===== config.mk =====
export PLATFORM = sky130hd
export DESIGN_NAME = tx_dma_req_ctrl
export DESIGN_NICKNAME = d
export VERILOG_FILES = /design/src/rtl/tx_dma_pkg.sv /design/src/rtl/tx_dma_fsm.sv /design/src/rtl/tx_dma_count.sv /design/src/rtl/tx_dma_burst.sv /design/src/rtl/tx_dma_req_ctrl.sv
export SDC_FILE = /design/constraint.sdc
export NUM_CORES = 1
export LEC_CHECK = 0
export BUFFER_PORTS_ARGS = -buffer_cell sky130_fd_sc_hd__buf_2
export CAP_MARGIN = 25
export CELL_PAD_IN_SITES_DETAIL_PLACEMENT = 1
export CELL_PAD_IN_SITES_GLOBAL_PLACEMENT = 1
export CORE_MARGIN = 3
export CORE_UTILIZATION = 43
export CTS_CLUSTER_SIZE = 40
export DETAILED_ROUTE_END_ITERATION = 16
export GPL_TIMING_DRIVEN = 0
export MAX_ROUTING_LAYER = met4
export PLACE_DENSITY_LB_ADDON = 0.08
export SYNTH_ARGS = -nofsm -noshare
export SYNTH_HDL_FRONTEND = slang
export SYNTH_HIERARCHICAL = 1
export SYNTH_SLANG_ARGS = --single-unit

===== constraint.sdc =====
create_clock -name clk -period 6.9 [get_ports clk]
set_input_delay 0.345 -clock clk [delete_from_list [all_inputs] [get_ports clk]]
set_output_delay 0.345 -clock clk [all_outputs]
set_load 0.01 [all_outputs]

===== src/rtl/tx_dma_pkg.sv =====
package tx_dma_pkg;

    typedef enum logic [1:0] {
        ST_IDLE = 2'd0,
        ST_RUN  = 2'd1,
        ST_HALT = 2'd2
    } tx_state_e;

    // Events raised in one cycle, already qualified by priority
    typedef struct packed {
        logic done;
        logic under;
    } tx_evt_t;

endpackage


===== src/rtl/tx_dma_fsm.sv =====
module tx_dma_fsm
    import tx_dma_pkg::*;
(
    input  logic      clk,
    input  logic      rst,
    input  logic      xres,
    input  logic      start,
    input  tx_evt_t   evt,
    output tx_state_e state
);

    tx_state_e state_n;

    always_comb begin
        state_n = state;
        unique case (state)
            ST_IDLE: if (start) state_n = ST_RUN;
            ST_RUN: begin
                if (evt.under)     state_n = ST_HALT;
                else if (evt.done) state_n = ST_IDLE;
            end
            ST_HALT: state_n = ST_HALT;
            default: state_n = ST_IDLE;
        endcase
        if (xres) state_n = ST_IDLE;
    end

    always_ff @(posedge clk) begin
        if (rst) state <= ST_IDLE;
        else     state <= state_n;
    end

endmodule


===== src/rtl/tx_dma_count.sv =====
module tx_dma_count #(
    parameter int CNT_W = 12,
    localparam int TW   = CNT_W + 1
) (
    input  logic             clk,
    input  logic             rst,
    input  logic             clr,
    input  logic             run,
    input  logic             cont,
    input  logic             cont_fall,
    input  logic             ack,
    input  logic [CNT_W-1:0] bcount,
    output logic [TW-1:0]    remain,
    output logic             done
);

    logic [TW-1:0] sent;
    logic [TW-1:0] base;
    logic [TW-1:0] total;

    // A zero count stands for the full 2^CNT_W bytes
    assign total  = (bcount == '0) ? {1'b1, {CNT_W{1'b0}}} : {1'b0, bcount};
    assign base   = cont_fall ? '0 : sent;
    assign remain = total - base;
    assign done   = run & ~cont & ack & (remain == TW'(1));

    always_ff @(posedge clk) begin
        if (rst || clr) sent <= '0;
        else if (run)   sent <= base + {{(TW-1){1'b0}}, ack};
    end

endmodule


===== src/rtl/tx_dma_burst.sv =====
module tx_dma_burst #(
    parameter int DEPTH = 32,
    parameter int CNT_W = 12,
    parameter int LVL_W = 6
) (
    input  logic             clk,
    input  logic             rst,
    input  logic             clr,
    input  logic             run,
    input  logic             cont,
    input  logic [LVL_W-1:0] level,
    input  logic [CNT_W:0]   remain,
    input  logic             ack,
    input  logic             done,
    input  logic             under,
    output logic             req
);

    localparam logic [LVL_W-1:0] FULL   = LVL_W'(DEPTH);
    localparam logic [CNT_W:0]   FULL_W = (CNT_W + 1)'(DEPTH);

    logic [LVL_W-1:0] left;
    logic [LVL_W-1:0] need;
    logic [LVL_W-1:0] room;
    logic             open;

    assign room = FULL - level;
    assign need = (cont || remain >= FULL_W) ? FULL : LVL_W'(remain);
    assign open = run & (left == '0) & ~under & (room >= need);

    always_ff @(posedge clk) begin
        if (rst || clr || under || done) left <= '0;
        else if (ack)                    left <= left - LVL_W'(1);
        else if (open)                   left <= need;
    end

    assign req = (left != '0);

endmodule


===== src/rtl/tx_dma_req_ctrl.sv =====
module tx_dma_req_ctrl
    import tx_dma_pkg::*;
#(
    parameter int  FIFO_DEPTH = 32,
    parameter int  CNT_W      = 12,
    localparam int LVL_W      = $clog2(FIFO_DEPTH + 1)
) (
    input  logic             clk,
    input  logic             rst,
    input  logic             xres_i,
    input  logic             start_i,
    input  logic             cont_i,
    input  logic [CNT_W-1:0] bcount_i,
    input  logic [LVL_W-1:0] fifo_level_i,
    input  logic             tx_take_i,
    input  logic             dma_ack_i,
    output logic             dma_req_o,
    output logic             busy_o,
    output logic             frame_end_o,
    output logic             underrun_o,
    output logic             idle_fill_o
);

    tx_state_e      state;
    tx_evt_t        evt;
    logic           cont_q;
    logic           run;
    logic           ack_acc;
    logic           cont_fall;
    logic           done_raw;
    logic           clr_cnt;
    logic [CNT_W:0] remain;
    logic           fend_q;
    logic           under_q;

    assign run       = (state == ST_RUN);
    assign ack_acc   = dma_ack_i & dma_req_o;
    assign cont_fall = run & cont_q & ~cont_i;
    assign clr_cnt   = xres_i | ((state == ST_IDLE) & start_i);

    // Underrun outranks a coincident final byte; transmit reset outranks both
    assign evt.under = run & tx_take_i & (fifo_level_i == '0) & ~xres_i;
    assign evt.done  = done_raw & ~evt.under & ~xres_i;

    tx_dma_fsm u_fsm (
        .clk   (clk),
        .rst   (rst),
        .xres  (xres_i),
        .start (start_i),
        .evt   (evt),
        .state (state)
    );

    tx_dma_count #(.CNT_W(CNT_W)) u_cnt (
        .clk       (clk),
        .rst       (rst),
        .clr       (clr_cnt),
        .run       (run),
        .cont      (cont_i),
        .cont_fall (cont_fall),
        .ack       (ack_acc),
        .bcount    (bcount_i),
        .remain    (remain),
        .done      (done_raw)
    );

    tx_dma_burst #(
        .DEPTH (FIFO_DEPTH),
        .CNT_W (CNT_W),
        .LVL_W (LVL_W)
    ) u_burst (
        .clk    (clk),
        .rst    (rst),
        .clr    (xres_i),
        .run    (run),
        .cont   (cont_i),
        .level  (fifo_level_i),
        .remain (remain),
        .ack    (ack_acc),
        .done   (evt.done),
        .under  (evt.under),
        .req    (dma_req_o)
    );

    always_ff @(posedge clk) begin
        if (rst) begin
            cont_q  <= 1'b0;
            fend_q  <= 1'b0;
            under_q <= 1'b0;
        end else begin
            cont_q  <= cont_i;
            fend_q  <= evt.done;
            under_q <= evt.under;
        end
    end

    assign busy_o      = run;
    assign idle_fill_o = (state == ST_HALT);
    assign frame_end_o = fend_q;
    assign underrun_o  = under_q;

endmodule


## Yosys cells after proc, flatten, opt, wreduce, memory -nomap -nowiden

Index checks and enable logic that the tools add are counted.

| storage, ports and cells | value |
|---|---|
| input port bits | 25 |
| output and inout port bits | 5 |
| logic and storage cells | 58 |
| register bits | 24 |

| operators by class | value |
|---|---|
| equality and inequality tests | 5 |
| bitwise operators | 19 |
| mux-type cells | 9 |
| add/subtract/negate cells | 4 |
| reduce and logical (&&, ||, !) cells | 13 |
| magnitude comparators | 2 |

Operators by type and width:

| cell | number |
|---|---|
| 13-bit 2-to-1 mux | 2 |
| 6-bit 2-to-1 mux | 3 |
| 1-bit AND | 15 |
| 13-bit by 1-bit adder with 13-bit output | 1 |
| 13-bit by 1-bit equality test with 1-bit output, second input constant | 1 |
| 13-bit by 6-bit greater-or-equal comparator with 1-bit output, second input constant | 1 |
| 13-bit subtractor | 1 |
| 12-bit logical NOT | 1 |
| 6-bit logical NOT | 2 |
| 6-bit greater-or-equal comparator | 1 |
| 2-bit 2-to-1 mux | 3 |
| 2-bit case mux with 3 select lines | 1 |
| 6-bit nonzero test | 1 |
| 6-bit by 1-bit subtractor with 6-bit output, second input constant | 1 |
| 6-bit subtractor, first input constant | 1 |
| 1-bit logical OR | 5 |
| 3-bit by 1-bit inequality test with 1-bit output, second input constant | 1 |
| 1-bit inverter | 3 |
| 2-bit by 1-bit equality test with 1-bit output, second input constant | 1 |
| 2-bit equality test, second input constant | 1 |
| 2-bit logical NOT | 1 |
| 2-bit inequality test, second input constant | 1 |
| 2-bit AND reduction | 1 |
| 2-bit nonzero test | 1 |
| other kinds (2) | 2 |

## Longest topological paths before layout

Gate-level depths: netlist of run 1.

| logic depth | value |
|---|---|
| depth in word-level cells | 12 |
| mapped depth | 22 |
| mapped depth without buffers | 19 |

## Cells and area by module

The synthesis of run 1 kept the hierarchy.

Modules (own cells, without submodules):

| module | instances | cells an instance | area an instance (sq um) | seq. area each (sq um) |
|---|---|---|---|---|
| tx_dma_count | 1 | 194 | 1407.6 | 260.2 |
| tx_dma_burst | 1 | 76 | 645.6 | 120.1 |
| tx_dma_req_ctrl | 1 | 17 | 188.9 | 60.1 |
| tx_dma_fsm | 1 | 8 | 93.8 | 40.0 |

## Worst setup path after synthesis of run 1

OpenSTA, ideal clock, no wires.

| path | value |
|---|---|
| kind | register -> register |
| start | register u_fsm.state[1] |
| end | register u_burst.left[3] |
| buffers on the path | 3 |
| path slack | 2.004 ns |
| arrival | 4.774 ns |
| setup time | 0.122 ns |
| cell stages (with the launch flop) | 23 |
| period minus slack after synthesis | 4.896 ns |
| data required time | 6.778 ns |
| cell sequence | dfxtp_1 > and2b_1 > and3b_1 > clkbuf_1 > clkbuf_1 > nor2b_1 > ha_1 > fa_1 > and2b_1 > o211ai_2 > a21oi_2 > a2111oi_0 > nor2_1 > xnor2_1 > nor4_1 > and3_1 > buf_6 > nand2_1 > ha_1 > a21oi_1 > o221ai_1 > and4bb_2 > o31a_2 |

| on the way | value |
|---|---|
| cells in the longest elaborated chain, start to end | 11 |
| elaborated cells on any way between the ends | 27 |
| those cells by class | add/sub: 1; order compare: 2; eq/ne: 2; mux: 4; bitwise: 14; reduce/logical: 4 |

RTL lines:

| element | RTL line | text |
|---|---|---|
| from (decl) | tx_dma_fsm.sv:9 | `output tx_state_e state` |
| from (signal assigned) | tx_dma_fsm.sv:30 | `else state <= state_n;` |
| 2-bit by 1-bit equality test with 1-bit output * | tx_dma_req_ctrl.sv:36 | `assign run = (state == ST_RUN);` |
| via busy_o | tx_dma_req_ctrl.sv:18 | `output logic busy_o,` |
| 1-bit AND * (2 in series) | tx_dma_req_ctrl.sv:38 | `assign cont_fall = run & cont_q & ~cont_i;` |
| via cont_fall | tx_dma_req_ctrl.sv:29 | `logic cont_fall;` |
| 13-bit 2-to-1 mux * | tx_dma_count.sv:23 | `assign base = cont_fall ? '0 : sent;` |
| 13-bit subtractor * | tx_dma_count.sv:24 | `assign remain = total - base;` |
| via remain[12] | tx_dma_req_ctrl.sv:32 | `logic [CNT_W:0] remain;` |
| 13-bit by 6-bit greater-or-equal comparator with 1-bit output | tx_dma_burst.sv:28 | `assign need = (cont \|\| remain >= FULL_W) ? FULL : LVL_W'(remain);` |
| 1-bit logical OR | tx_dma_burst.sv:28 |  |
| 6-bit 2-to-1 mux | tx_dma_burst.sv:28 |  |
| 6-bit greater-or-equal comparator | tx_dma_burst.sv:29 | `assign open = run & (left == '0) & ~under & (room >= need);` |
| 1-bit AND | tx_dma_burst.sv:29 |  |
| 2-bit nonzero test (no source line) | n/a |  |
| to (signal assigned) | tx_dma_burst.sv:33 | `else if (ack) left <= left - LVL_W'(1);` |
| to (signal assigned) | tx_dma_burst.sv:34 | `else if (open) left <= need;` |
| to (decl) | tx_dma_burst.sv:22 | `logic [LVL_W-1:0] left;` |

Mark *: on every way through the listed nets, which the timed path passes. The rest lies on a longest branch. The select of a mux whose other input is x is not followed.
A chain may end at the register's enable or synchronous reset.

## Final worst setup path of run 1

| path | value |
|---|---|
| start | register u_fsm.state[0] |
| end | register u_burst.left[3] |

| on the way | value |
|---|---|
| cells in the longest elaborated chain, start to end | 11 |
| elaborated cells on any way between the ends | 27 |
| those cells by class | add/sub: 1; order compare: 2; eq/ne: 2; mux: 4; bitwise: 14; reduce/logical: 4 |

RTL lines:

| element | RTL line |
|---|---|
| 2-bit by 1-bit equality test with 1-bit output * | tx_dma_req_ctrl.sv:36 |
| 1-bit AND * (2 in series) | tx_dma_req_ctrl.sv:38 |
| via cont_fall | tx_dma_req_ctrl.sv:29 |
| 13-bit 2-to-1 mux * | tx_dma_count.sv:23 |
| 13-bit subtractor * | tx_dma_count.sv:24 |
| via remain[12] | tx_dma_req_ctrl.sv:32 |
| 13-bit by 6-bit greater-or-equal comparator with 1-bit output | tx_dma_burst.sv:28 |
| 1-bit logical OR | tx_dma_burst.sv:28 |
| 6-bit 2-to-1 mux | tx_dma_burst.sv:28 |
| 6-bit greater-or-equal comparator | tx_dma_burst.sv:29 |
| 1-bit AND | tx_dma_burst.sv:29 |
| 2-bit nonzero test (no source line) | n/a |

Marks and branches as above.

==> results.json, run 1 <==
{
  "outcome": "completed",
  "cts-buffers-inserted": 3,
  "number_of_inserted_filler_cells_in_the_final_layout": 667,
  "fin_skew_ns": 0.007240,
  "comb_power_share": 0.316,
  "gr_ovfl_total": 0,
  "combined_global_route_utilization_of_all_metal_layers": 0.2065,
  "cts.path.max_buffers": 2,
  "fin_setup_tns_ns": 0,
  "synth.ff_latch_count": 24,
  "synthToLayoutAreaGrowth_pct": 11.73,
  "post-route-min-period_ns": 5.817,
  "fraction_of_the_mapped_netlist_area_in_adder_cells": 0.1264,
  "maxCapViolCount": 0,
  "clkPwrFrac": 0.249,
  "post_cts_resized": 0,
  "dp.final_hpwl_um": 4888,
  "first_global_vias": 2286,
  "rsz0062_at_grt": "false",
  "drv_slew": 0,
  "worstPathMaxFanout": 12,
  "cp_num_buf_inv": 3,
  "worstPathArrival_ns": 5.98,
  "maxClockFrequency_mhz": 171.9,
  "synth.yosys.seq_area_share": 0.2057,
  "cp_data_required_time_ns": 7.06,
  "drt-vias-per-instance": 5.531,
  "clkSinkCount": 24,
  "crit_path_end_kind": "register",
  "final_core_utilization": 0.5046,
  "postLayoutSetupSlackWorst_ns": 1.083,
  "critPathMaxStageDelay_ns": 0.42,
  "number_of_nets_with_antenna_violations_after_routing": 0,
  "path_delay_family": "simple AND/OR/NAND/NOR gates",
  "p_int_w": 0.0002259,
  "path_class": "register to register",
  "worst_pin_slew_ns": 0.6593,
  "mostFrequentLayoutCell": "sky130_fd_sc_hd__buf_2",
  "final_layout_size_suffix_gt1_frac": 0.1590,
  "total_design_power_w": 0.0003317,
  "die-area_um2": 6353,
  "placeableCoreArea_um2": 5172,
  "gpl.final_weighted_congestion": 0.8814,
  "die_y_um": 79.71,
  "cts.reportedPaths.clkPinSlew_ns": 0.09,
  "synth_simple_gate_area_frac": 0.3278,
  "report.final.hold_viol_count": 0,
  "power_switching_share": 0.3189,
  "synth_async_sr_flop_share": 0,
  "ctsRootBufferMaster": "sky130_fd_sc_hd__clkbuf_8",
  "port_buffers": 29,
  "yosys-mux-area-fraction": 0.008570,
  "slew_headroom": 0.5605,
  "peakVddDrop_v": 0.00007056,
  "wl_per_cell_um": 14.92,
  "sequential_cell_area_um2": 480.5,
  "cts-hold-fix-buffers": 0,
  "drt_drc_violations_left": 0,
  "category_of_the_worst_setup_path_launch_point": "register",
  "finalCritPeriodShare": 0.8431,
  "post_cts.repair.setup_buffers": 0,
  "area_fraction_in_compound_gates_after_synthesis": 0.1805,
  "postSynthNetCount": 343,
  "cells_after_dpl": 394,
  "die_width_um": 79.71,
  "number_of_levels_the_h_tree_was_split_into": 1,
  "cell_by_cell_trace_of_the_critical_path": "and2b_1 -> and3b_1 -> clkbuf_1 -> clkbuf_1 -> nor2b_1 -> ha_1 -> fa_1 -> and2b_1 -> o211ai_2 -> a21oi_2 -> a2111oi_0 -> nor2_1 -> xnor2_1 -> nor4_1 -> and3_1 -> buf_6 -> nand2_1 -> ha_1 -> a21oi_1 -> o221ai_1 -> and4bb_2 -> o31a_2",
  "synth.avg_cell_area_um2": 7.919,
  "power_switching_w": 0.0001058,
  "syn_inst": 295,
  "power.static_leakage_nw": 0.9883,
  "detailedRoute.firstPassIterationCount": 6,
  "io_pins": 30,
  "dr.first_iter.drc_count": 34,
  "largest_net_degree_at_the_start_of_global_routing": 13,
  "synthesis.yosys.warnings": 6,
  "synth_xor_area_frac": 0.08623,
  "final_cell_mix": "sky130_fd_sc_hd__buf_2, sky130_fd_sc_hd__nand2_1, sky130_fd_sc_hd__nor2_1, sky130_fd_sc_hd__dfxtp_1, sky130_fd_sc_hd__ha_1",
  "num_rows": 26,
  "floorplan.initialDensity": 0.4516,
  "final_setup_vio_count": 0,
  "synth.distinct_cells": 67,
  "number_of_antenna_violations_at_the_first_check_in_global_routing": 0,
  "clkLatencyLatePin_ns": 0.26,
  "dr_total_vias": 2196,
  "finish.net_count": 377,
  "synth_edf_count": 0,
  "critPathSlowestCell": "sky130_fd_sc_hd__dfxtp_1",
  "synth.cell_area_um2": 2336,
  "antennaDiodeCount": 0,
  "postSynth.topFlopCell": "sky130_fd_sc_hd__dfxtp_1",
  "pre_cts_ws_ns": 1.101,
  "seqPwrFrac": 0.435,
  "final_cell_count_no_fill": 397,
  "grt_pass1_wl_um": 10380,
  "power_per_cell_area_nw_per_um2": 127.1,
  "worstHoldPathType": "input port to register",
  "multiInputGateArea_um2": 1704,
  "finalWirelength_um": 5924,
  "combinational_family_with_the_most_area_after_synthesis": "simple AND/OR/NAND/NOR gates",
  "tritoncts": "yes"
}
-- power by group through the flow --
stage	Sequential [W]	Clock, W	Combinational [W]
after floorplan	0.000147	0	0.0000738
after global placement	0.000147	0	0.000102
after detailed placement	0.000148	0	0.000104
after CTS	0.000144	0.0000879	0.000105
after global routing	0.000145	0.0000932	0.000118
final	0.000144	0.0000827	0.000105
-- flip-flops by register name (all words and copies together), names as in the netlist --
name / count
u_burst/left: 6
u_cnt/sent: 13
frame_end_o: 1
underrun_o: 1
u_fsm/state: 2
cont_q: 1
-- cell type report --
cell class / count / area share
Tap cell: 70 / 0.03356
Inverter: 15 / 0.02157
Timing Repair Buffer: 29 / 0.05561
Buffer: 20 / 0.03643
Clock buffer: 3 / 0.01582
Sequential cell: 24 / 0.1841
Multi-Input combinational cell: 236 / 0.6529
-- cells by family after synthesis --
kind of cell             after synthesis
buffers and inverters                 35
AND/OR/NAND/NOR                      128
multiplexers                           2
adder cells (fa/ha/maj)               23
XOR/XNOR                              23
AO/OA/AOI/OAI                         60
flip-flops                            24
-- synth_stat cells (7+ instances only) --
master                     number  area (um2)
sky130_fd_sc_hd__a21oi_1       17       85.08
sky130_fd_sc_hd__and3_1         7       43.79
sky130_fd_sc_hd__clkbuf_1      15       56.30
sky130_fd_sc_hd__dfxtp_1       24       480.5
sky130_fd_sc_hd__ha_1          22       275.3
sky130_fd_sc_hd__inv_1         15       56.30
sky130_fd_sc_hd__nand2_1       28       105.1
sky130_fd_sc_hd__nand2b_1      15       93.84
sky130_fd_sc_hd__nor2_1        24       90.09
sky130_fd_sc_hd__nor2b_1        7       43.79
sky130_fd_sc_hd__o21ai_0        9       45.04
sky130_fd_sc_hd__xnor2_1       17       148.9
-- stage by stage --
step,hold WS [ns],instance area [um2]
4_1_cts,0.3098,2610
3_5_place_dp,0.4802,2569
5_1_grt,0.3246,2610
3_3_place_gp,0.4731,2569
6_report,0.3154,2610
2_1_floorplan,0.4139,2336
-- metal layers --
metal / track usage / share of wire
met1: 0.2717 / 0.50
met2: 0.3422 / 0.47
met3: 0.02483 / 0.022
met4: 0.03952 / 0.0062
met5: - / 0
-- path summary, 6_finish.rpt --
path,depth (start not counted),slack [ns],end,start
setup / recovery,22,1.08,u_burst/left[3]$_SDFFE_PP0P_,u_fsm/state[0]$_SDFFE_PP0P_
hold / removal,2,0.32,u_fsm/state[0]$_SDFFE_PP0P_,rst
setup reg to reg,22,1.08,u_burst/left[3]$_SDFFE_PP0P_,u_fsm/state[0]$_SDFFE_PP0P_
hold reg to reg,2,0.50,u_cnt/sent[0]$_SDFFE_PP0P_,u_cnt/sent[0]$_SDFFE_PP0P_
Power figures use the tool's default switching activity.
==> inputs of run 2 (changes only) <==
--- a/config.mk
+++ b/config.mk
@@ -10,7 +10,7 @@
 export CELL_PAD_IN_SITES_DETAIL_PLACEMENT = 1
 export CELL_PAD_IN_SITES_GLOBAL_PLACEMENT = 1
 export CORE_MARGIN = 3
-export CORE_UTILIZATION = 43
+export CORE_UTILIZATION = 39
 export CTS_CLUSTER_SIZE = 40
 export DETAILED_ROUTE_END_ITERATION = 16
 export GPL_TIMING_DRIVEN = 0
==> constraint.sdc (replaced) <==
create_clock -name clk -period 4.9 [get_ports clk]
set_input_delay 0.245 -clock clk [delete_from_list [all_inputs] [get_ports clk]]
set_output_delay 0.245 -clock clk [all_outputs]
set_load 0.01 [all_outputs]
==> results.json, run 2 (synthesis results as in run 1) <==
{
  "outcome": "completed",
  "post-route-min-period_ns": 4.580,
  "cell_by_cell_trace_of_the_critical_path": "and2b_4 -> and3b_2 -> buf_6 -> nand2b_1 -> ha_1 -> clkbuf_1 -> a21oi_2 -> o22ai_1 -> a2111oi_4 -> nor2_2 -> xnor2_2 -> nor4_2 -> and3_1 -> buf_6 -> nand2_1 -> ha_1 -> nand4_1 -> o221ai_4 -> and4bb_2 -> o31a_2",
  "multiInputGateArea_um2": 1873,
  "first_global_vias": 2350,
  "port_buffers": 29,
  "die_y_um": 83.40,
  "final_core_utilization": 0.5159,
  "gr_ovfl_total": 0,
  "crit_path_end_kind": "register",
  "wl_per_cell_um": 16.18,
  "fin_skew_ns": 0.005091,
  "gpl.final_weighted_congestion": 0.8215,
  "grt_pass1_wl_um": 10990,
  "critPathMaxStageDelay_ns": 0.36,
  "floorplan.initialDensity": 0.4141,
  "ctsRootBufferMaster": "sky130_fd_sc_hd__clkbuf_8",
  "maxCapViolCount": 0,
  "postLayoutSetupSlackWorst_ns": 0.3205,
  "worst_hold_slack_across_all_endpoints_ns": 0.2016,
  "dp.final_hpwl_um": 5072,
  "num_rows": 27,
  "largest_register_by_flop_count": "u_cnt/sent",
  "sequential_cell_area_um2": 485.5,
  "cp_num_buf_inv": 3,
  "tritoncts": "yes",
  "clkSinkCount": 24,
  "cts-buffers-inserted": 3,
  "drt-vias-per-instance": 5.414,
  "final_setup_vio_count": 0,
  "worstPathArrival_ns": 4.76,
  "report.final.hold_viol_count": 0,
  "reg2reg_slack_ns": 0.32,
  "critPathSlowestCell": "sky130_fd_sc_hd__dfxtp_4",
  "cts.reportedPaths.clkPinSlew_ns": 0.10,
  "finalWirelength_um": 6648,
  "mostFrequentLayoutCell": "sky130_fd_sc_hd__buf_2",
  "largest_net_degree_at_the_start_of_global_routing": 15,
  "path_class": "register to register",
  "largest_registers": "u_cnt/sent (13), u_burst/left (6), u_fsm/state (2)",
  "number_of_levels_the_h_tree_was_split_into": 1,
  "synthToLayoutAreaGrowth_pct": 24.58,
  "pre_cts_ws_ns": -1.005,
  "cts-hold-fix-buffers": 0,
  "worst_pin_slew_ns": 0.4956,
  "number_of_nets_with_antenna_violations_after_routing": 0,
  "antennaDiodeCount": 0,
  "dr.first_iter.drc_count": 60,
  "number_of_antenna_violations_at_the_first_check_in_global_routing": 0,
  "drt_drc_violations_left": 0,
  "drv_slew": 0,
  "category_of_the_worst_setup_path_launch_point": "register",
  "total_design_power_w": 0.0005634,
  "power.static_leakage_nw": 1.087,
  "power_per_cell_area_nw_per_um2": 193.6,
  "final_cell_mix": "sky130_fd_sc_hd__buf_2, sky130_fd_sc_hd__nand2_1, sky130_fd_sc_hd__nor2_1",
  "worstHoldPathType": "input port to register",
  "combined_global_route_utilization_of_all_metal_layers": 0.1956,
  "peakVddDrop_v": 0.0001226,
  "die-area_um2": 6955,
  "fin_setup_tns_ns": 0,
  "finish.net_count": 388,
  "maxClockFrequency_mhz": 218.4,
  "detailedRoute.firstPassIterationCount": 4,
  "cts.path.max_buffers": 2,
  "placeableCoreArea_um2": 5642,
  "worstPathMaxFanout": 19,
  "finalCritPeriodShare": 0.9346,
  "largest_register_ff_count": 13,
  "dr_total_vias": 2225,
  "clkLatencyLatePin_ns": 0.28,
  "final_layout_size_suffix_gt1_frac": 0.2743,
  "path_delay_family": "simple AND/OR/NAND/NOR gates",
  "die_width_um": 83.40,
  "number_of_inserted_filler_cells_in_the_final_layout": 689,
  "io_pins": 30,
  "slew_headroom": 0.6650,
  "cp_data_required_time_ns": 5.08
}
==> run 2: routing by layer <==
metal / wire, um / vias to the layer above / track usage
li1: - / 1139 / -
met2: 3325 / 23 / 0.3345
met3: 130 / 2 / 0.02778
met1: 3173 / 1061 / 0.2463
met5: 0 / - / -
met4: 19 / 0 / 0.03715
==> run 2: worst paths after layout <==
kind	from	endpoint	depth (start not counted)
worst max-delay path	u_fsm/state[1]$_SDFFE_PP0P_	u_burst/left[3]$_SDFFE_PP0P_	20
worst min-delay path	rst	u_fsm/state[0]$_SDFFE_PP0P_	2
worst max register to register	u_fsm/state[1]$_SDFFE_PP0P_	u_burst/left[3]$_SDFFE_PP0P_	20
worst min register to register	u_burst/left[0]$_SDFFE_PP0P_	u_burst/left[0]$_SDFFE_PP0P_	1
==> run 2: report_power, final <==
group,total [W],internal (W),switching (W)
Combinational,0.000176,0.0000790,0.0000973
Sequential,0.000203,0.000199,0.00000408
Clock,0.000184,0.000109,0.0000747
Total,0.000563,0.000387,0.000176
==> run 2: final cells by class <==
type	instances	area share
clock inverters	1	0.01032
plain buffers	19	0.03396
clock buffers	3	0.01419
flip-flops and latches	24	0.1668
well taps	72	0.03095
inverters	15	0.01935
multi-input cells	236	0.6436
repair buffers	41	0.08083
==> run 2: timing repair <==
item / 4_1_cts / 5_1_grt
resized for setup: 14 / 30
pin swaps: 5 / 15
buffers inserted: 5 / 7
setup endpoints to repair: 8 / 6
==> run 2: worst register-to-register path: cells and delay by family (launching register included) <==
kind	cells	cell delay, ns
and+or+nand+nor	9	1.64
AOI/OAI and AO/OA	5	1.23
adders and majority gates	2	0.62
buffers and inverters	3	0.49
DFF	1	0.36
xor gates and xnor gates	1	0.15
==> run 2: stage by stage <==
step,instances,cell area (um2)
detailed placement,396,2571
CTS,405,2716
finish,411,2910
global route,411,2910
floorplan,295,2336
global placement,396,2571
